### config.mk
export PLATFORM = sky130hd
export DESIGN_NAME = gf2m_reso_mul
export DESIGN_NICKNAME = d
export VERILOG_FILES = /design/src/rtl/gfc_pkg.sv /design/src/rtl/gfc_pb_array.sv /design/src/rtl/gfc_spb_array.sv /design/src/rtl/gfc_fault_sel.sv /design/src/rtl/gf2m_reso_mul.sv
export SDC_FILE = /design/constraint.sdc
export NUM_CORES = 1
export LEC_CHECK = 0
export ABC_CLOCK_PERIOD_IN_PS = 7700
export BUFFER_PORTS_ARGS = -buffer_cell sky130_fd_sc_hd__buf_2
export CAP_MARGIN = 20
export CORE_ASPECT_RATIO = 1.75
export CORE_MARGIN = 2
export CORE_UTILIZATION = 57
export DETAILED_ROUTE_END_ITERATION = 16
export GPL_TIMING_DRIVEN = 0
export PLACE_DENSITY_LB_ADDON = 0.3
export SETUP_SLACK_MARGIN = 0.3
export SKIP_LAST_GASP = 1
export SYNTH_ARGS = -nofsm -noshare
export SYNTH_HDL_FRONTEND = slang
export SYNTH_SLANG_ARGS = --single-unit
### constraint.sdc
create_clock -name clk -period 7.7 [get_ports clk]
set_input_delay 0.77 -clock clk [delete_from_list [all_inputs] [get_ports clk]]
set_output_delay 0.77 -clock clk [all_outputs]
set_load 0.02 [all_outputs]
### src/rtl/gfc_pkg.sv
package gfc_pkg;
  typedef enum logic [2:0] {
    ST_IDLE  = 3'd0,
    ST_PASS1 = 3'd1,
    ST_PASS2 = 3'd2,
    ST_CHECK = 3'd3,
    ST_DONE  = 3'd4
  } gfc_state_e;

  typedef enum logic {
    FK_CELL = 1'b0,
    FK_LINE = 1'b1
  } gfc_fkind_e;
endpackage

### src/rtl/gfc_pb_array.sv
// Ordinary-basis array: column j holds x^j * B mod P, partial products a_j*col_j.
module gfc_pb_array #(
  parameter int M = 8
) (
  input  logic [M-1:0]   a,
  input  logic [M-1:0]   b,
  input  logic [M-1:1]   p_hi,
  input  logic [M*M-1:0] cell_flip,
  input  logic [M-1:0]   line_flip,
  output logic [M-1:0]   c,
  output logic           line_err
);
  logic [M-1:0] col [M];
  logic [M-1:0] fb_src;
  logic [M-1:0] fb_rx;
  logic [M*M-1:0] pp;

  assign col[0] = b;

  genvar j, i;
  generate
    for (j = 0; j < M; j++) begin : g_col
      assign fb_src[j] = col[j][M-1];
      assign fb_rx[j]  = fb_src[j] ^ line_flip[j];
      if (j < M-1) begin : g_next
        assign col[j+1] = {col[j][M-2:0] ^ (p_hi & {(M-1){fb_rx[j]}}), fb_rx[j]};
      end
      for (i = 0; i < M; i++) begin : g_pp
        assign pp[i*M+j] = (a[j] & col[j][i]) ^ cell_flip[i*M+j];
      end
    end
    for (i = 0; i < M; i++) begin : g_sum
      assign c[i] = ^pp[i*M +: M];
    end
  endgenerate

  // extra check column: driver of each broadcast line versus its far end
  assign line_err = |(fb_src ^ fb_rx);
endmodule

### src/rtl/gfc_spb_array.sv
// Shifted-basis array with M+1 rows; the row for the always-zero a_M is omitted.
module gfc_spb_array #(
  parameter int M = 8,
  localparam int N = M + 1
) (
  input  logic [M-1:0]   a,
  input  logic [M-1:0]   b,
  input  logic [M-1:0]   p_ext,
  input  logic [N*M-1:0] cell_flip,
  input  logic [M-1:0]   line_flip,
  output logic [N-1:0]   cbar,
  output logic           line_err
);
  logic [N-1:0] col [M];
  logic [M-1:0] fb_src;
  logic [M-1:0] fb_rx;
  logic [N*M-1:0] pp;

  assign col[0] = {1'b0, b};

  genvar j, i;
  generate
    for (j = 0; j < M; j++) begin : g_col
      assign fb_src[j] = col[j][M];
      assign fb_rx[j]  = fb_src[j] ^ line_flip[j];
      if (j < M-1) begin : g_next
        assign col[j+1] = {col[j][M-1:0] ^ (p_ext & {M{fb_rx[j]}}), 1'b0};
      end
      for (i = 0; i < N; i++) begin : g_pp
        assign pp[i*M+j] = (a[j] & col[j][i]) ^ cell_flip[i*M+j];
      end
    end
    for (i = 0; i < N; i++) begin : g_sum
      assign cbar[i] = ^pp[i*M +: M];
    end
  endgenerate

  assign line_err = |(fb_src ^ fb_rx);
endmodule

### src/rtl/gfc_fault_sel.sv
// Decodes the test-only fault selection into per-cell and per-line flip masks.
module gfc_fault_sel #(
  parameter int M     = 8,
  parameter int ROW_W = $clog2(M+1),
  parameter int COL_W = $clog2(M),
  localparam int N    = M + 1
) (
  input  logic             en,
  input  logic             sel_pass,
  input  logic             kind,
  input  logic [ROW_W-1:0] row,
  input  logic [COL_W-1:0] col,
  input  logic             in_pass1,
  input  logic             in_pass2,
  output logic [M*M-1:0]   cell1,
  output logic [N*M-1:0]   cell2,
  output logic [M-1:0]     line1,
  output logic [M-1:0]     line2
);
  import gfc_pkg::*;

  logic act1, act2, is_cell, is_line;
  assign act1    = en && in_pass1 && (sel_pass == 1'b0);
  assign act2    = en && in_pass2 && (sel_pass == 1'b1);
  assign is_cell = (kind == FK_CELL);
  assign is_line = (kind == FK_LINE);

  genvar i, j;
  generate
    for (j = 0; j < M; j++) begin : g_c
      assign line1[j] = act1 && is_line && (col == COL_W'(j));
      assign line2[j] = act2 && is_line && (col == COL_W'(j));
      for (i = 0; i < N; i++) begin : g_r
        if (i < M) begin : g_p1
          assign cell1[i*M+j] = act1 && is_cell && (row == ROW_W'(i)) && (col == COL_W'(j));
        end
        assign cell2[i*M+j] = act2 && is_cell && (row == ROW_W'(i)) && (col == COL_W'(j));
      end
    end
  endgenerate
endmodule

### src/rtl/gf2m_reso_mul.sv
module gf2m_reso_mul #(
  parameter int M     = 8,
  parameter int ROW_W = $clog2(M+1),
  parameter int COL_W = $clog2(M)
) (
  input  logic             clk,
  input  logic             rst_n,
  input  logic             start,
  input  logic [M-1:0]     op_a,
  input  logic [M-1:0]     op_b,
  input  logic [M-1:1]     poly,
  input  logic             flt_en,
  input  logic             flt_pass,
  input  logic             flt_kind,
  input  logic [ROW_W-1:0] flt_row,
  input  logic [COL_W-1:0] flt_col,
  output logic             busy,
  output logic             done,
  output logic [M-1:0]     prod,
  output logic             err
);
  import gfc_pkg::*;

  localparam int N = M + 1;

  // fold a shifted-basis result back: x^M contributes the modulus tail
  function automatic logic [M-1:0] fold_back(input logic [N-1:0] cb, input logic [M-1:0] pe);
    return cb[M-1:0] ^ (pe & {M{cb[M]}});
  endfunction

  gfc_state_e state;
  logic [M-1:0] a_q, b_q, r1_q, r2_q, prod_q;
  logic [M-1:1] p_q;
  logic         line_hit, inj_seen, err_q;

  logic accept, in_pass1, in_pass2, cmp_mismatch, inj_now;
  logic [M-1:0]   c_pb, c_conv, p_ext;
  logic [N-1:0]   cbar;
  logic           line_err1, line_err2;
  logic [M*M-1:0] cell1;
  logic [N*M-1:0] cell2;
  logic [M-1:0]   line1, line2;

  assign accept   = start && (state == ST_IDLE);
  assign in_pass1 = (state == ST_PASS1);
  assign in_pass2 = (state == ST_PASS2);
  assign p_ext    = {p_q, 1'b1};

  gfc_fault_sel #(.M(M), .ROW_W(ROW_W), .COL_W(COL_W)) u_fsel (
    .en(flt_en), .sel_pass(flt_pass), .kind(flt_kind), .row(flt_row), .col(flt_col),
    .in_pass1(in_pass1), .in_pass2(in_pass2),
    .cell1(cell1), .cell2(cell2), .line1(line1), .line2(line2)
  );

  gfc_pb_array #(.M(M)) u_pb (
    .a(a_q), .b(b_q), .p_hi(p_q), .cell_flip(cell1), .line_flip(line1),
    .c(c_pb), .line_err(line_err1)
  );

  gfc_spb_array #(.M(M)) u_spb (
    .a(a_q), .b(b_q), .p_ext(p_ext), .cell_flip(cell2), .line_flip(line2),
    .cbar(cbar), .line_err(line_err2)
  );

  assign c_conv       = fold_back(cbar, p_ext);
  assign cmp_mismatch = (r1_q != r2_q);
  assign inj_now      = |{cell1, cell2, line1, line2};

  always_ff @(posedge clk or negedge rst_n) begin
    if (!rst_n) begin
      state    <= ST_IDLE;
      a_q      <= '0;
      b_q      <= '0;
      p_q      <= '0;
      r1_q     <= '0;
      r2_q     <= '0;
      prod_q   <= '0;
      err_q    <= 1'b0;
      line_hit <= 1'b0;
      inj_seen <= 1'b0;
    end else begin
      unique case (state)
        ST_IDLE: if (accept) begin
          a_q      <= op_a;
          b_q      <= op_b;
          p_q      <= poly;
          line_hit <= 1'b0;
          inj_seen <= 1'b0;
          state    <= ST_PASS1;
        end
        ST_PASS1: begin
          r1_q     <= c_pb;
          line_hit <= line_hit | line_err1;
          inj_seen <= inj_seen | inj_now;
          state    <= ST_PASS2;
        end
        ST_PASS2: begin
          r2_q     <= c_conv;
          line_hit <= line_hit | line_err2;
          inj_seen <= inj_seen | inj_now;
          state    <= ST_CHECK;
        end
        ST_CHECK: begin
          prod_q <= r1_q;
          err_q  <= cmp_mismatch | line_hit;
          state  <= ST_DONE;
        end
        ST_DONE:  state <= ST_IDLE;
        default:  state <= ST_IDLE;
      endcase
    end
  end

  assign busy = (state != ST_IDLE);
  assign done = (state == ST_DONE);
  assign prod = prod_q;
  assign err  = err_q;
endmodule

# After elaboration in Yosys (flattened, before gate mapping)
# Cells that the tools add are included.
dict set report totals {
  regBits 52
  wordCells 538
  out_inout_bits 11
}
dict set report classes {
  n_eq_ne 21
  muxes 4
  n_bitwise 300
  n_reduce_logical 204
}
# op n
set ops {}
lappend ops {{$logic_and 1x1->1} 178}
lappend ops {{$xor 1x1->1} 143}
lappend ops {{$reduce_xor 8->1} 17}
lappend ops {{$and 1x1->1} 120}
lappend ops {{$xor 8x8->8} 10}
lappend ops {{$and 8x8->8} 8}
lappend ops {{$and 7x7->7} 7}
lappend ops {{$xor 7x7->7} 7}
lappend ops {{$eq 4x3->1 const B} 4}
lappend ops {{$reduce_or 8->1} 2}
lappend ops {{$eq 3x3->1 const B} 5}
lappend ops {{$eq 3x2->1 const B} 4}
lappend ops {{$pmux 3 s4} 1}
lappend ops {{$eq 4x2->1 const B} 2}
lappend ops {{$ne 8x8->1} 1}
lappend ops {{$eq 3x1->1 const B} 2}
lappend ops {{$logic_not 3->1} 2}
lappend ops {{$reduce_bool 3->1} 2}
lappend ops {{$eq 4x1->1 const B} 1}
lappend ops {{$eq 4x4->1 const B} 1}
lappend ops {{$logic_not 4->1} 1}
lappend ops {{$reduce_and 2->1} 2}
lappend ops {{$mux 3} 1}
lappend ops {{$or 1x1->1} 3}
lappend ops {{4 further kinds} 5}

# Depth between registers and ports, before layout
# Gate-level depths: netlist of the first run.
dict set report depth {
  word_depth 31
  mapped_depth 20
  mapped_depth_nobuf 15
}

# Cells and area by module
# Synthesis of the first run repeated with hierarchy kept, for this count alone.
dict set report unflattened {
  cells_unflattened 1221
  hier_area_um2 9808.2
}
# module n_inst seq_area_each_um2 cells_each area_per_inst_um2
set by_module_without_submodules {}
lappend by_module_without_submodules {gfc_pb_array 1 0.0 406 3062.9}
lappend by_module_without_submodules {gfc_spb_array 1 0.0 407 2987.9}
lappend by_module_without_submodules {gf2m_reso_mul 1 1301.2 171 2239.6}
lappend by_module_without_submodules {gfc_fault_sel 1 0.0 237 1517.7}

# Worst setup path after synthesis of the first run
# No wires, ideal clock.
dict set report synth_path {
  kind {input to register}
  start {input flt_col[2]}
  end {register r1_q[3]}
  stages 17
  required_time_ps 7569
  arrival_time_ps 4769
  slack_ps 2800
  path_cell_list {or4b_1 -> buf_2 -> or4_4 -> a21oi_4 -> nor2_2 -> nand2_2 -> xnor2_1 -> xor2_1 -> or4b_1 -> buf_2 -> nand3_2 -> a21oi_1 -> or4_4 -> a2111oi_2 -> a31oi_1 -> xnor2_1 -> o21ai_1}
}
dict set report synth_via {
  elab_chain_cells 26
  elab_cells_between_ends 60
  cone_classes {7 x eq/ne; 36 x bitwise; 17 x reduce/logical}
}
# element line
set synth_rtl {}
lappend synth_rtl {{start, declared} gf2m_reso_mul.sv:16} ;# input logic [COL_W-1:0] flt_col,
lappend synth_rtl {{$logic_not 3->1} {gfc_fault_sel.sv:31, gfc_fault_sel.sv:35}}
lappend synth_rtl {{$logic_and 1x1->1} gfc_fault_sel.sv:31} ;# assign line1[j] = act1 && is_line && (col == COL_W'(j));
lappend synth_rtl {{$xor 1x1->1} gfc_pb_array.sv:24} ;# assign fb_rx[j] = fb_src[j] ^ line_flip[j];
lappend synth_rtl {{$and 7x7->7} gfc_pb_array.sv:26} ;# assign col[j+1] = {col[j][M-2:0] ^ (p_hi & {(M-1){fb_rx[j]}}), fb_rx[j]};
lappend synth_rtl {{$xor 7x7->7} gfc_pb_array.sv:26}
lappend synth_rtl {{$xor 1x1->1} gfc_pb_array.sv:24}
lappend synth_rtl {{$and 7x7->7} gfc_pb_array.sv:26}
lappend synth_rtl {{$xor 7x7->7} gfc_pb_array.sv:26}
lappend synth_rtl {{(+10 left out)} n/a}
lappend synth_rtl {{$and 7x7->7} gfc_pb_array.sv:26}
lappend synth_rtl {{$xor 7x7->7} gfc_pb_array.sv:26}
lappend synth_rtl {{$xor 1x1->1} gfc_pb_array.sv:24}
lappend synth_rtl {{$and 7x7->7} gfc_pb_array.sv:26}
lappend synth_rtl {{$xor 7x7->7} gfc_pb_array.sv:26}
lappend synth_rtl {{$and 1x1->1} gfc_pb_array.sv:29} ;# assign pp[i*M+j] = (a[j] & col[j][i]) ^ cell_flip[i*M+j];
lappend synth_rtl {{$xor 1x1->1} gfc_pb_array.sv:29}
lappend synth_rtl {{$reduce_xor 8->1 (*)} gfc_pb_array.sv:33} ;# assign c[i] = ^pp[i*M +: M];
lappend synth_rtl {{end signal, assigned} gf2m_reso_mul.sv:92} ;# r1_q <= c_pb;
lappend synth_rtl {{end, declared} gf2m_reso_mul.sv:32} ;# logic [M-1:0] a_q, b_q, r1_q, r2_q, prod_q;
# Every way passes the cells marked *; elsewhere a longest branch is shown, timed or not.
# A chain may end at the register's enable or synchronous reset.

# Worst setup path after layout of the first run
dict set report layout_path {
  start {input flt_col[2]}
  end {register r1_q[2]}
}
# Same word-level chain as after synthesis.

==> results of run 1 <==
-- layout make-up --
class | instances | area [um^2]
Buffer | 62 | 269
Clock buffer | 5 | 125
Sequential cell | 52 | 1300
Tap cell | 171 | 214
Fill cell | 1222 | 4790
Clock inverter | 3 | 42.5
Inverter | 15 | 56.3
Multi-Input combinational cell | 859 | 5970
Timing Repair Buffer | 45 | 240
-- flip-flops by register name (all words and copies together) (netlist names) --
name	count
a_q	8
b_q	8
err	1
line_hit	1
p_q	7
prod	8
r1_q	8
r2_q	8
state	3
-- layout by cell type (no fill, tap or decap), types with 5 or more instances in the layout --
cell type,Yosys,final
a211oi_1,7,7
a21o_1,5,5
a21oi_1,27,27
a31oi_1,8,8
and2_1,5,5
and3_1,13,13
buf_1,5,5
buf_2,14,58
clkbuf_1,40,40
clkbuf_16,0,5
dfrtp_1,52,52
inv_1,14,14
mux2_2,24,24
mux2i_1,15,15
nand2_1,209,209
nand2b_1,13,13
nand3_1,31,31
nand4_1,7,7
nor2_1,44,44
nor2b_1,14,14
nor3_1,19,19
nor3b_1,5,5
nor4_1,8,8
nor4_2,5,5
o21ai_0,35,35
o21ai_1,30,30
o31ai_1,6,6
or2_2,5,5
xnor2_1,189,189
xnor2_2,6,6
xnor3_1,12,12
xor2_1,34,34
-- cell families after synthesis --
kind of cell | count (synthesis) | share of synthesized area [%]
AOI/OAI and AO/OA | 156 | 13.6
buffers and inverters | 77 | 4.28
xor gates and xnor gates | 245 | 31.6
and+or+nand+nor | 417 | 27.4
muxes | 41 | 6.02
DFF | 52 | 17.1
-- worst max-delay path by stage --
| stage | start | end | slack [ns] | cells after the start |
|---|---|---|---|---|
| finish | flt_col[2] | r1_q[2] | 2.19 | 17 |
| global route | flt_col[2] | r1_q[2] | 1.82 | 17 |
| CTS | flt_col[2] | r2_q[7] | 2.27 | 18 |
| detailed placement | flt_col[2] | r1_q[2] | 2.01 | 16 |
| global placement | flt_col[2] | r1_q[2] | 2.00 | 17 |
| floorplan | flt_col[2] | r1_q[3] | 2.80 | 17 |
-- through the flow --
| step | area, um^2 | instances |
|---|---|---|
| floorplan | 7590 | 988 |
| global placement | 8030 | 1203 |
| detailed placement | 8050 | 1204 |
| CTS | 8210 | 1212 |
| global route | 8210 | 1212 |
| finish | 8210 | 1212 |
-- cell usage after synthesis, types with 3 or more instances --
cell type / instances / area share (%)
nand2b_1: 13 / 1.1
and4_1: 3 / 0.35
and2_1: 5 / 0.41
or3_1: 3 / 0.25
or4_4: 3 / 0.44
xor2_1: 34 / 3.9
xnor2_1: 189 / 22
xnor3_1: 12 / 3.6
nor2_1: 44 / 2.2
o211ai_1: 3 / 0.30
clkbuf_1: 40 / 2.0
o31ai_1: 6 / 0.59
nor4_4: 3 / 0.84
mux2_2: 24 / 3.6
a31oi_1: 8 / 0.66
or2_2: 5 / 0.41
o211a_1: 3 / 0.40
xor2_2: 3 / 0.64
nor3_1: 19 / 1.3
mux2i_1: 15 / 2.0
o21a_1: 3 / 0.30
nand2_1: 209 / 10
dfrtp_1: 52 / 17
o21ai_1: 30 / 2.0
inv_1: 14 / 0.69
nand4_1: 7 / 0.58
nor4_2: 5 / 0.82
nor3b_1: 5 / 0.49
xnor2_2: 6 / 1.3
nor4_1: 8 / 0.66
and3_1: 13 / 1.1
a21o_1: 5 / 0.49
o21ai_0: 35 / 2.3
a211oi_1: 7 / 0.69
buf_1: 5 / 0.25
nand3b_1: 3 / 0.30
or2_1: 3 / 0.25
a21boi_1: 3 / 0.30
buf_2: 14 / 0.92
nand3_1: 31 / 2.0
or4_1: 3 / 0.30
a21oi_1: 27 / 1.8
nor2b_1: 14 / 1.2
-- routing by layer --
layer	vias up	track usage, %	share of wire (%)
met5	-	0	0
met2	298	66.3	53
met1	3391	34.8	34
li1	3454	-	-
met4	0	25.4	8.1
met3	107	3.71	4.7
==> flow_summary.yaml, run 1 <==
grt:
  grt_pass1_wl_um: 38700
  grt_max_degree: 37
  grt_use_total_pct: 35.0
  grt_pass1_vias: 7314
  overflow: 0
  antenna_found_initial: 0
sta:
  period_needed_ns: 5.51
  tightestPinTransition_ns: 1.11
  setup_viol: 0
  max_slew_margin_pct: 25.4
  finClkSkew_ns: 0.0169
  fin_crit_sh_pct: 71.6
  max_freq_ghz: 0.181
  rsz0062_at_grt: "no"
  report.final.slew_viol_count: 0
  holdWs_ns: 0.399
  fin_setup_tns_ns: 0
  hold_violations: 0
  final.setup.worst_slack_ns: 2.19
yosys:
  synth_cell_type_count: 82
  yosysWarnings: 0
  synth_top_flop_cell: "dfrtp_1"
  syn_nets: 1024
  yosysSeqAreaShare_pct: 17.1
  syn_area_per_cell_um2: 7.68
  synthesis.area_um2: 7590
  synth_cells: 988
  synth_edf_count: 0
  synth-async-reset-ratio_pct: 100
  ys_ff_latch: 52
setup_path:
  rrSetupSlack_ns: 2.37
  timing.rr.end: "r1_q[2]"
  crit_arrival_ns: 5.72
  worstSetupPathType: "primary input to register"
  cpMaxStageDelayCell: "or4b_1"
  critPathTopFamily: "simple AND/OR/NAND/NOR gates"
  rr_startpoint: "state[0]"
  worst-r2r-cell-count: 16
  cp_slowest_stage_delay_ns: 0.60
  worstPathCellList: "buf_2 -> or4b_1 -> buf_2 -> nor4_2 -> nor4_1 -> a2111o_1 -> nor4_1 -> o21ai_1 -> a211oi_1 -> nor4b_2 -> o31ai_1 -> o211a_1 -> xor2_1 -> nand2_1 -> xnor2_1 -> and3_1 -> o31ai_1"
  crit_fanout: 8
  end_kind: "register"
  cp-start-kind: "primary input"
  crit_buf_inv: 2
  required_ns: 7.91
cts:
  ctsLongestPathBuffers: 2
  htree_levels: 2
  numCtsBuffers: 5
  cts_tree: "yes"
  clk_pin_slew_ns: 0.09
  postCtsHoldBufs: 0
  clk-insertion-delay-late_ns: 0.31
  cts_setup_buffers: 0
  root_buffer: "clkbuf_16"
  post_cts_resized: 0
  numClockSinks: 52
route:
  wire_per_inst_um: 20.3
  via_count: 7250
  dr.pass1.iters: 5
  drc: 0
  wirelength_um: 24600
  first_iter_violations: 441
  antenna_left: 0
  vias_per_cell: 5.98
placed_design:
  hpwl_um: 19700
  globalplace.congestion: 1.00
  pre_cts_ws_ns: 2.01
  place.port_buffers: 44
die:
  core_area_um2: 13000
  initial_utilization_pct: 58.4
  rows: 55
  die_h_um: 157
  io_pins: 47
  die_area_um2: 14300
  die_x_um: 91.2
layout:
  antenna_cells: 0
  final_layout_size_suffix_gt1_share_pct: 13.5
  area_delta_synth_final_pct: 8.19
  fin_util_pct: 63.2
  final_nets: 1076
min_path:
  hold_class: "primary input to async pin"
flow_run:
  maxCapViolations: 0
run_status:
  status: "complete, no violations"
Power of run 1 is left out: the tool's default activity adds up to more than one toggle a clock period on the data nets, which glitch-free logic cannot reach.
==> run 2: changes to the inputs <==
--- a/config.mk
+++ b/config.mk
@@ -5,7 +5,8 @@
 export SDC_FILE = /design/constraint.sdc
 export NUM_CORES = 1
 export LEC_CHECK = 0
-export ABC_CLOCK_PERIOD_IN_PS = 7700
+export ABC_AREA = 1
+export ABC_CLOCK_PERIOD_IN_PS = 4690
 export BUFFER_PORTS_ARGS = -buffer_cell sky130_fd_sc_hd__buf_2
 export CAP_MARGIN = 20
 export CORE_ASPECT_RATIO = 1.75
==> constraint.sdc (replaced) <==
create_clock -name clk -period 4.69 [get_ports clk]
set_input_delay 0.469 -clock clk [delete_from_list [all_inputs] [get_ports clk]]
set_output_delay 0.469 -clock clk [all_outputs]
set_load 0.02 [all_outputs]
==> flow_summary.yaml, run 2 <==
die:
  die_x_um: 94.9
  die_area_um2: 15500
  io_pins: 47
  rows: 58
  core_area_um2: 14300
  die_h_um: 163
  initial_utilization_pct: 57.7
cts:
  numClockSinks: 52
  ctsLongestPathBuffers: 2
  htree_levels: 2
  root_buffer: "clkbuf_16"
  clk_pin_slew_ns: 0.08
  numCtsBuffers: 5
  cts_tree: "yes"
  clk-insertion-delay-late_ns: 0.31
setup_path:
  cpMaxStageDelayCell: "dfrtp_2"
  cp_slowest_stage_delay_ns: 0.44
  crit_buf_inv: 4
  crit_fanout: 7
  crit_arrival_ns: 4.46
  required_ns: 4.88
  crit_top_cell: "nand3_2"
  critPathTopFamily: "simple AND/OR/NAND/NOR gates"
  worstSetupPathType: "register to register"
  cp-start-kind: "register"
  end_kind: "register"
layout:
  final_common_cell: "nand2_1"
  antenna_cells: 0
  fin_cells: 1725
  seq_area_um2: 1300
  finalInstanceArea_um2: 9640
  num-fill-cells: 1394
  final_layout_size_suffix_gt1_share_pct: 16.3
  area_delta_synth_final_pct: 16.8
  multi_input_area_um2: 6380
  final_nets: 1580
  layout_common_cells: "512 x nand2_1, 184 x inv_1, 160 x nand3_1"
min_path:
  hold_class: "primary input to async pin"
yosys:
  synth_cells: 1451
  yosysWarnings: 0
  synth_top_flop_cell: "dfrtp_1"
  ys_ff_latch: 52
  synthTopCellsByCount: "531 x nand2_1, 186 x inv_1, 177 x nand3_1"
  synth_top_area_share_pct: 24.2
  synth_area_leaders: "nand2_1 24%, dfrtp_1 16%, nand3_1 11%, xor2_1 11%, inv_1 8.5%"
  synth_top_cell_by_area: "nand2_1"
  syn_nets: 1487
  yosysSeqAreaShare_pct: 15.8
  synthesis.area_um2: 8250
  synth_edf_count: 0
  synth-async-reset-ratio_pct: 100
  yosysMostFrequentCell: "nand2_1"
  synth_cell_type_count: 43
  syn_area_per_cell_um2: 5.69
route:
  antenna_left: 0
  wirelength_um: 29400
  dr.pass1.iters: 6
  wire_per_inst_um: 17.0
  via_count: 9602
  vias_per_cell: 5.57
  drc: 0
  first_iter_violations: 644
placed_design:
  place_inst: 1678
  place.port_buffers: 46
  hpwl_um: 23300
  placed_cell_area_um2: 8730
  globalplace.congestion: 1.02
grt:
  grt_max_degree: 31
  grt_pass1_wl_um: 44800
  antenna_found_initial: 1
  overflow: 0
  grt_use_total_pct: 38.0
  grt_pass1_vias: 8892
sta:
  rsz0062_at_grt: "no"
  max_freq_ghz: 0.234
  fin_crit_sh_pct: 91.1
  finClkSkew_ns: 0.00915
  setup_viol: 0
  max_slew_margin_pct: 29.5
  tightestPinTransition_ns: 1.05
  report.final.slew_viol_count: 0
  hold_violations: 0
  period_needed_ns: 4.27
  fin_setup_tns_ns: 0
run_status:
  status: "complete, no violations"
flow_run:
  maxCapViolations: 0
run 2: logic make-up after synthesis:
family	count (synthesis)	share of synthesized area (%)
AND/OR/NAND/NOR	953	52.7
AO/OA/AOI/OAI	65	4.29
buffers and inverters	246	12.3
flip-flops	52	15.8
XOR/XNOR	135	15.0
run 2: path summary, 6_finish.rpt:
path,startpoint,endpoint,slack (ns),depth (start not counted)
worst max-delay path,state[0],r2_q[7],0.42,29
worst min-delay path,rst_n,a_q[5],0.15,1
worst max register to register,state[0],r2_q[7],0.42,29
worst min register to register,prod[5],prod[5],0.48,2
max in group asynchronous,rst_n,r1_q[7],3.97,2
min in group clk,op_b[0],b_q[0],0.36,3
run 2: metal layers:
metal  up-vias  part of all wire (%)  global-route usage [%]
met5         -                     0                       0
met4         0                    11                    36.0
met3       182                   4.7                    4.80
met2       425                    51                    68.2
met1      4298                    33                    35.7
li1       4697                     -                       -
run 2: repair_timing:
action / CTS / global route
endpoints found under the setup margin: 16 / 16
hold buffers: 0 / 0
cloned: 0 / 3
setup buffers: 0 / 36
pin swaps: 0 / 33
gates resized for setup: 5 / 89
run 2: cell type report:
cell class	count	area share, %
well taps	180	2.34
inverters	194	7.61
multi-input cells	1154	66.2
repair buffers	85	5.76
clock inverters	3	0.273
plain buffers	52	2.99
clock buffers	5	1.30
flip-flops and latches	52	13.5
run 2: through the flow:
stage / utilization, % / worst slack [ns] / hold WS [ns]
6_report: 67.4 / 0.419 / 0.153
4_1_cts: 62.2 / 0.291 / 0.173
5_1_grt: 67.4 / 0.195 / 0.203
2_1_floorplan: - / 1.11 / 0.173
3_5_place_dp: 61.0 / 0.106 / 0.461
3_3_place_gp: 60.9 / 0.202 / 0.458
Power of run 2 is left out for the same reason.
==> run 3: changes to the inputs <==
--- a/config.mk
+++ b/config.mk
@@ -8,10 +8,10 @@
 export ABC_AREA = 1
 export ABC_CLOCK_PERIOD_IN_PS = 4690
 export BUFFER_PORTS_ARGS = -buffer_cell sky130_fd_sc_hd__buf_2
-export CAP_MARGIN = 20
 export CORE_ASPECT_RATIO = 1.75
 export CORE_MARGIN = 2
-export CORE_UTILIZATION = 57
+export CORE_UTILIZATION = 45
+export CTS_CLUSTER_DIAMETER = 50
 export DETAILED_ROUTE_END_ITERATION = 16
 export GPL_TIMING_DRIVEN = 0
 export PLACE_DENSITY_LB_ADDON = 0.3
==> flow_summary.yaml, run 3 (synthesis gave the netlist of run 2 again) <==
grt:
  busiest_layer: "met2"
  gr-usage-met3_pct: 2.27
  antenna_found_initial: 0
  grt_pass1_vias: 8650
  met2_usage_pct: 56.9
  grt_use_total_pct: 29.5
  grt_pass1_wl_um: 44600
  grt_max_degree: 53
  overflow: 0
  grt_use_met1_pct: 28.3
layout:
  final_common_cell: "nand2_1"
  final_nets: 1570
  finalInstanceArea_um2: 9570
  num-fill-cells: 1889
  final_layout_size_suffix_gt1_share_pct: 15.2
  layout_common_cells: "510 x nand2_1, 184 x inv_1, 164 x nand3_1"
  antenna_cells: 0
  area_delta_synth_final_pct: 15.9
cts:
  numClockSinks: 52
  root_buffer: "clkbuf_16"
  numCtsBuffers: 5
  ctsLongestPathBuffers: 2
  clk-insertion-delay-late_ns: 0.30
  cts_tree: "yes"
  clk_pin_slew_ns: 0.07
  htree_levels: 2
  postCtsHoldBufs: 0
setup_path:
  crit_arrival_ns: 4.43
  worstSetupPathType: "register to register"
  rrSetupSlack_ns: 0.49
  crit_fanout: 10
  required_ns: 4.92
  end_kind: "register"
  cp-start-kind: "register"
  cp_slowest_stage_delay_ns: 0.47
  cpMaxStageDelayCell: "dfrtp_2"
  crit_top_cell: "nand2_1"
sta:
  hold_violations: 0
  holdWs_ns: 0.162
  fin_crit_sh_pct: 89.6
  max_freq_ghz: 0.238
  period_needed_ns: 4.20
  report.final.slew_viol_count: 0
  rsz0062_at_grt: "yes"
  final.setup.worst_slack_ns: 0.490
  finClkSkew_ns: 0.00831
  tightestPinTransition_ns: 0.904
  max_slew_margin_pct: 39.3
  setup_viol: 0
placed_design:
  hpwl_um: 23800
  place.port_buffers: 46
  placed_cell_area_um2: 8770
  globalplace.congestion: 1.02
  pre_cts_ws_ns: -0.00381
die:
  io_pins: 47
  die_x_um: 106
  die_h_um: 183
  rows: 65
  initial_utilization_pct: 45.9
  core_area_um2: 18000
  die_area_um2: 19500
route:
  antenna_left: 0
  via_count: 9305
  first_iter_violations: 552
  wirelength_um: 29100
  wire_per_inst_um: 16.5
  drc: 0
  vias_per_cell: 5.26
  dr.pass1.iters: 5
flow_run:
  maxCapViolations: 0
min_path:
  hold_class: "primary input to async pin"
run_status:
  status: "complete, no violations"
## run 3: changes by cell type in the layout (fill, tap and decap cells not counted), sizes merged
cell,delta
buf,-9
nand4,-1
clkinv,+1
clkinvlp,-2
inv,-1
bufinv,+1
clkbuf,+1
## run 3: per-stage QoR
stage,util [%],instances,TNS [ns]
2_1_floorplan,-,1451,0
3_3_place_gp,48.8,1731,0
3_5_place_dp,48.8,1731,-0.00381
4_1_cts,49.9,1741,0
5_1_grt,53.2,1769,0
6_report,53.2,1769,0
## run 3: path summary, 6_finish.rpt
path,startpoint,endpoint,cells after the start
setup / recovery,state[0],r2_q[3],33
hold / removal,rst_n,a_q[4],1
setup reg to reg,state[0],r2_q[3],33
hold reg to reg,prod[0],prod[0],2
max in group asynchronous,rst_n,state[1],2
min in group clk,op_b[3],b_q[3],3
## run 3: area by class of cell
type,instances,area [um^2],share of cell area [%]
buffer,52,288,3.01
multi-input combinational,1153,6300,65.8
tap,234,293,3.06
sequential,52,1300,13.6
inverter,194,731,7.64
clock inverter,2,35.0,0.366
timing repair buffer,76,488,5.10
clock buffer,6,129,1.35
## run 3: critical path: cells and delay by family, from the launching register on
family                 cells  cell delay [ns]
XOR/XNOR                   1             0.23
buffers and inverters      2             0.23
flip-flops                 1             0.47
AND/OR/NAND/NOR           30             3.16
## run 3: routing by layer
metal	vias to the layer above	part of all wire, %	wire length, um
li1	4675	-	-
met1	4216	34	10000
met2	283	53	15500
met5	-	0	0
met4	0	9.2	2690
met3	131	3.3	948
## run 3: timing repair
action | CTS | global route
cloned | 0 | 2
setup endpoints to repair | 15 | 16
pin swaps | 1 | 32
gates resized for setup | 4 | 74
setup buffers | 2 | 25
Power of run 3 is left out for the same reason.
